`config.mk`:
```
export PLATFORM = sky130hd
export DESIGN_NAME = uirq_ctrl
export DESIGN_NICKNAME = d
export VERILOG_FILES = /design/src/rtl/uirq_pkg.sv /design/src/rtl/uirq_txlevel.sv /design/src/rtl/uirq_srcreg.sv /design/src/rtl/uirq_ctrl.sv
export SDC_FILE = /design/constraint.sdc
export NUM_CORES = 1
export LEC_CHECK = 0
export ABC_AREA = 1
export ABC_CLOCK_PERIOD_IN_PS = 2300
export BUFFER_PORTS_ARGS = -buffer_cell sky130_fd_sc_hd__buf_2
export CAP_MARGIN = 25
export CORE_UTILIZATION = 41
export DETAILED_ROUTE_END_ITERATION = 7
export MAX_ROUTING_LAYER = met4
export PLACE_DENSITY = 0.84
export SYNTH_ARGS = -nofsm -noshare
export SYNTH_HDL_FRONTEND = slang
export SYNTH_SLANG_ARGS = --single-unit
```
`constraint.sdc`:
```
create_clock -name clk -period 2.3 [get_ports clk]
set_input_delay 0.46 -clock clk [delete_from_list [all_inputs] [get_ports clk]]
set_output_delay 0.46 -clock clk [all_outputs]
set_load 0.1 [all_outputs]
```
`src/rtl/uirq_pkg.sv`:
```
package uirq_pkg;
   localparam int NSRC      = 4;
   localparam int SRC_RX    = 0;
   localparam int SRC_ERR   = 1;
   localparam int SRC_TX    = 2;
   localparam int SRC_MODEM = 3;

   localparam int ADDR_W    = 3;
   localparam int FEN_BIT   = 0;
   localparam int TRIG_LSB  = 8;
   localparam int TRIG_W    = 3;
   localparam int TRIG_MSB  = TRIG_LSB + TRIG_W - 1;

   typedef enum logic [ADDR_W-1:0] {
      A_SRC    = 3'd0,
      A_MASK   = 3'd1,
      A_PEND   = 3'd2,
      A_FCTL   = 3'd3,
      A_TSTAT  = 3'd4,
      A_TXDATA = 3'd5
   } reg_addr_e;

   // Scale applied to the trigger field for a given channel
   function automatic int unsigned chan_mult(input int unsigned ch);
      case (ch)
         0:       return 32;
         1, 4:    return 8;
         2, 3:    return 2;
         default: return 0;
      endcase
   endfunction
endpackage

```
`src/rtl/uirq_txlevel.sv`:
```
module uirq_txlevel
   import uirq_pkg::*;
#(
   parameter int unsigned CHANNEL = 0,
   parameter int          CNT_W   = 8
) (
   input  logic [TRIG_W-1:0] field_i,
   output logic [CNT_W-1:0]  level_o
);
   localparam int unsigned MULT   = chan_mult(CHANNEL);
   localparam int unsigned MAXLVL = ((1 << TRIG_W) - 1) * MULT;

   generate
      if (CNT_W <= TRIG_W) begin : g_bad_width
         $error("uirq_txlevel: CNT_W must exceed the trigger field width");
      end
      if (MAXLVL >= (64'd1 << CNT_W)) begin : g_bad_range
         $error("uirq_txlevel: CNT_W too narrow for the largest trigger level");
      end

      if (MULT == 0) begin : g_none
         assign level_o = '0;
         logic unused_field;
         assign unused_field = ^field_i;
      end else begin : g_scaled
         assign level_o = {{(CNT_W-TRIG_W){1'b0}}, field_i} * CNT_W'(MULT);
      end
   endgenerate
endmodule

```
`src/rtl/uirq_srcreg.sv`:
```
module uirq_srcreg #(
   parameter int NSRC = 4
) (
   input  logic            clk,
   input  logic            rst_n,
   input  logic [NSRC-1:0] set_i,
   input  logic [NSRC-1:0] clr_i,
   output logic [NSRC-1:0] src_o
);
   generate
      for (genvar k = 0; k < NSRC; k++) begin : g_bit
         always_ff @(posedge clk or negedge rst_n) begin
            if (!rst_n)         src_o[k] <= 1'b0;
            else if (set_i[k])  src_o[k] <= 1'b1;
            else if (clr_i[k])  src_o[k] <= 1'b0;
         end
      end
   endgenerate

   // every requested set is visible one edge later
   p_set_lands_r1: assert property (@(posedge clk) disable iff (!rst_n)
      (|set_i) |=> ((src_o & $past(set_i)) == $past(set_i)));

   // a clear without a competing set drops the bit
   p_clear_drops_r4: assert property (@(posedge clk) disable iff (!rst_n)
      (|(clr_i & ~set_i)) |=> ((src_o & $past(clr_i & ~set_i)) == '0));

   // no bit rises without a set request
   p_no_spurious_r6: assert property (@(posedge clk) disable iff (!rst_n)
      1'b1 |=> ((src_o & ~$past(src_o) & ~$past(set_i)) == '0));
endmodule

```
`src/rtl/uirq_ctrl.sv`:
```
module uirq_ctrl
   import uirq_pkg::*;
#(
   parameter int unsigned CHANNEL = 0,
   parameter int          CNT_W   = 8,
   parameter int          DATA_W  = 32
) (
   input  logic              clk,
   input  logic              rst_n,
   input  logic              reg_wr,
   input  logic [ADDR_W-1:0] reg_addr,
   input  logic [DATA_W-1:0] reg_wdata,
   output logic [DATA_W-1:0] reg_rdata,
   input  logic [NSRC-1:0]   ev_i,
   input  logic [CNT_W-1:0]  tx_count,
   output logic              irq
);
   generate
      if (DATA_W <= TRIG_MSB) begin : g_bad_data
         $error("uirq_ctrl: DATA_W must cover the trigger field");
      end
   endgenerate

   logic              wr_src, wr_mask, wr_pend, wr_fctl, wr_txd;
   logic [NSRC-1:0]   src_q, mask_q, pend, set_v, clr_v;
   logic              fen_q;
   logic [TRIG_W-1:0] trig_q;
   logic [1:0]        tstat_q;
   logic [CNT_W-1:0]  trig_level;
   logic              at_thresh;

   assign wr_src  = reg_wr && (reg_addr == A_SRC);
   assign wr_mask = reg_wr && (reg_addr == A_MASK);
   assign wr_pend = reg_wr && (reg_addr == A_PEND);
   assign wr_fctl = reg_wr && (reg_addr == A_FCTL);
   assign wr_txd  = reg_wr && (reg_addr == A_TXDATA);

   uirq_txlevel #(.CHANNEL(CHANNEL), .CNT_W(CNT_W)) u_level (
      .field_i (trig_q),
      .level_o (trig_level)
   );

   assign at_thresh = fen_q && (tx_count <= trig_level);

   always_comb begin
      set_v = ev_i;
      set_v[SRC_TX] = ev_i[SRC_TX] | wr_txd | at_thresh;
      clr_v = (wr_src || wr_pend) ? reg_wdata[NSRC-1:0] : '0;
   end

   uirq_srcreg #(.NSRC(NSRC)) u_src (
      .clk   (clk),
      .rst_n (rst_n),
      .set_i (set_v),
      .clr_i (clr_v),
      .src_o (src_q)
   );

   always_ff @(posedge clk or negedge rst_n) begin
      if (!rst_n) begin
         mask_q  <= '0;
         fen_q   <= 1'b0;
         trig_q  <= '0;
         tstat_q <= 2'b00;
      end else begin
         if (wr_mask) mask_q <= reg_wdata[NSRC-1:0];
         if (wr_fctl) begin
            fen_q  <= reg_wdata[FEN_BIT];
            trig_q <= reg_wdata[TRIG_MSB:TRIG_LSB];
         end
         if (wr_txd) tstat_q <= 2'b11;
      end
   end

   assign pend = src_q & ~mask_q;
   assign irq  = |pend;

   always_comb begin
      reg_rdata = '0;
      case (reg_addr)
         A_SRC:   reg_rdata[NSRC-1:0] = src_q;
         A_MASK:  reg_rdata[NSRC-1:0] = mask_q;
         A_PEND:  reg_rdata[NSRC-1:0] = pend;
         A_FCTL: begin
            reg_rdata[FEN_BIT]           = fen_q;
            reg_rdata[TRIG_MSB:TRIG_LSB] = trig_q;
         end
         A_TSTAT: reg_rdata[2:1] = tstat_q;
         default: reg_rdata = '0;
      endcase
   end

   logic unused_wdata;
   assign unused_wdata = ^{reg_wdata[DATA_W-1:TRIG_MSB+1],
                           reg_wdata[TRIG_LSB-1:NSRC]};

   // a mask write hides the written bits from pending on the next cycle
   p_mask_hides_r3: assert property (@(posedge clk) disable iff (!rst_n)
      wr_mask |=> ((pend & $past(reg_wdata[NSRC-1:0])) == '0));

   // a transmit data write raises the transmit cause and both status bits
   p_txwrite_r7: assert property (@(posedge clk) disable iff (!rst_n)
      wr_txd |=> (src_q[SRC_TX] && (tstat_q == 2'b11)));

   // occupancy at or under the level keeps the transmit cause set
   p_thresh_r9: assert property (@(posedge clk) disable iff (!rst_n)
      at_thresh |=> src_q[SRC_TX]);

   // a pending bit always comes from a set source bit
   p_irq_source_r2: assert property (@(posedge clk) disable iff (!rst_n)
      irq |-> (|src_q));
endmodule

```
==> results_dict.tcl <==
set metrics [dict create \
    outcome "complete, no violations" \
    clkLatencyLatePin_ns 0.27 \
    crit_start "reg_addr[1]" \
    drv_slew 0 \
    postRouteAntennaNets 0 \
    max_freq_mhz 504.8 \
    hold_viol_final 0 \
    via_per_inst 4.285 \
    ys_async_sr_fraction_pct 100.0 \
    syn_area_sq_um 1017 \
    critPathMostFrequentCell "buf_2" \
    top_usage_layer "met2" \
    p_leak_nw 0.7059 \
    clkSinkCount 13 \
    drt-initial-drc-count 12 \
    clkTransAtPathRegs_ns 0.08 \
    h-tree-depth 1 \
    r2r_start "trig_q[2]$_DFFE_PN0P_" \
    final_nets 233 \
    area_delta_synth_final_pct 15.74 \
    ys.flop_type "dfrtp_1" \
    grt_first_pass_wirelength_microns 2973 \
    fin_crit_ns 1.981 \
    setup_viol 0 \
    rsz0062_at_grt "no" \
    start_kind "primary input" \
    die_y_microns 51.81 \
    ys_types 21 \
    grt_max_degree 14 \
    synth_seq_cells 13 \
    synth_top_cells_by_area "dfrtp_1, buf_4, nand2_1, inv_1, nor2_1" \
    use_met1_pct 18.65 \
    portBuffers 32 \
    p_per_area_nw_per_um2 715.3 \
    synth_largest_area_cell "dfrtp_1" \
    crit_family "buffers and inverters" \
    start_util_pct 44.69 \
    grt_antenna_before_repair 0 \
    antenna_cells 0 \
    crit_end "reg_rdata[2]" \
    die_area_sq_um 2684 \
    final_common_cell "nand2_1" \
    cp_slowest_stage_delay_ns 0.42 \
    routabilityCongestion 0.7822 \
    post_cts_resized 0 \
    final_cell_mix "nand2_1, buf_2, conb_1" \
    post_cts_buffers 0 \
    min_path_type "in -> async" \
    crit_type "in -> out" \
    fill_cells 229 \
    r2r_slack_ns 1.15 \
    syn_inst 144 \
    clock_skew_ns 0.0002696 \
    yosysTopAreaCellShare_pct 31.98 \
    rows 17 \
    ys_warn_count 0 \
    synth_edf_count 0 \
    num_vias 887 \
    period_share_pct 86.12 \
    regArea_sq_um 325.3 \
    cts_buffer_depth 2 \
    dieWidth_microns 51.81 \
    cp.depth 7 \
    drive_above_1_share_pct 24.02 \
    wl_microns 1802 \
    arrival_ns 1.52 \
    dr.pass1.iters 4 \
    path_buf_inv 3 \
    use_met3_pct 1.754 \
    overflow 0 \
    path_max_fanout 6 \
    grt_pass1_vias 741 \
    multi_input_area_sq_um 514.2 \
    design_area_sq_um 1177 \
    groute.usage.overall_pct 15.83 \
    slowest_stage "buf_2" \
    grt_util_met2_pct 25.32 \
    required_ns 1.84 \
    root_buffer "clkbuf_4" \
    drv_cap 0 \
    route.detailed.drc 0 \
    rr_worst_depth 7 \
    crit_chain "buf_2, inv_1, nand2_2, nor2_4, nand2_1, nand3_1, buf_2" \
    timing.rr.end "u_src.src_o[2]$_DFFE_PN0P_" \
    ys_seq_area_share_pct 31.98 \
    holdBufCountCts 0 \
    post_dp_cell_area_sq_um 1151 \
    p_total_w 0.0008421 \
    design.core.area_sq_um 2276 \
    peakVddDrop_uv 391.0 \
    dpl.hpwl_microns 1503 \
    io_pins 83 \
    cts_made_buffers 3 \
    critPathCaptureType "output pin" \
    cts_tree "built" \
    wl_per_cell_microns 8.705 \
    avgSynthCellArea_sq_um 7.064 \
    timing.hold.ws_ns 0.05430 \
]
logic make-up after synthesis:
logic type	count (synthesis)	share of synthesized area (%)
AOI/OAI and AO/OA	14	8.241
adders and majority gates	3	3.690
and+or+nand+nor	65	28.78
DFF	13	31.98
buffers and inverters	48	26.94
other	1	0.3686
state kept, by name, summed over array words and instances (netlist names):
name         cells
u_src.src_o      4
fen_q            1
trig_q           3
tstat_q          1
mask_q           4
where the power goes:
group / leakage (nW) / switching [W] / internal [W] / total [W]
registers: 0.144 / 0.0000187 / 0.000259 / 0.000278
logic: 0.547 / 0.000343 / 0.0000806 / 0.000424
clock network: 0.0150 / 0.0000728 / 0.0000672 / 0.000140
routing by layer:
layer  up-vias  wire (microns)
met5         -               0
met4         0              48
met3         4              90
met2        31             860
met1       393             802
li1        459               -
stage by stage:
| stage | TNS (ns) | utilization, % | instances | setup slack [ns] |
|---|---|---|---|---|
| after CTS | 0 | 51.73 | 207 | 0.3188 |
| after global placement | 0 | 50.58 | 203 | 0.3260 |
| after floorplan | -0.1662 | - | 168 | -0.05541 |
| final | 0 | 51.73 | 207 | 0.3191 |
| after detailed placement | 0 | 50.58 | 203 | 0.3201 |
| after global routing | 0 | 51.73 | 207 | 0.2098 |
cells in the mapped netlist, types with 2 or more instances:
cell type  number
nand2_1        36
buf_4          25
inv_1          23
nor2_1         14
dfrtp_1        13
o21ai_0         8
nand3_1         6
ha_1            3
nor2_4          2
o21bai_1        2
or2_2           2
worst register-to-register path, stage by stage (launching register included):
cell and delay, ns:
dfrtp_1 0.36, inv_1 0.09, ha_1 0.26, a21oi_1 0.16
nand2_1 0.07, nand2_1 0.06, nand2_1 0.04, nand2_1 0.05
final cells by class:
cell class | instances | share of cell area [%]
clock buffer | 4 | 2.232
sequential | 13 | 27.63
tap | 28 | 2.976
inverter | 23 | 7.333
multi-input combinational | 107 | 43.68
timing repair buffer | 32 | 16.15
worst min path at each step:
stage | startpoint | endpoint | slack (ns) | cells past startpoint
2_1_floorplan | rst_n | fen_q$_DFFE_PN0P_ | 0.16 | 0
3_3_place_gp | rst_n | u_src.src_o[3]$_DFFE_PN0P_ | 0.35 | 1
3_5_place_dp | rst_n | u_src.src_o[3]$_DFFE_PN0P_ | 0.36 | 1
4_1_cts | rst_n | tstat_q[0]$_DFFE_PN0P_ | 0.06 | 1
5_1_grt | rst_n | mask_q[2]$_DFFE_PN0P_ | 0.06 | 1
6_report | rst_n | u_src.src_o[3]$_DFFE_PN0P_ | 0.05 | 1
No activity file was read; power rests on OpenSTA's default activity.
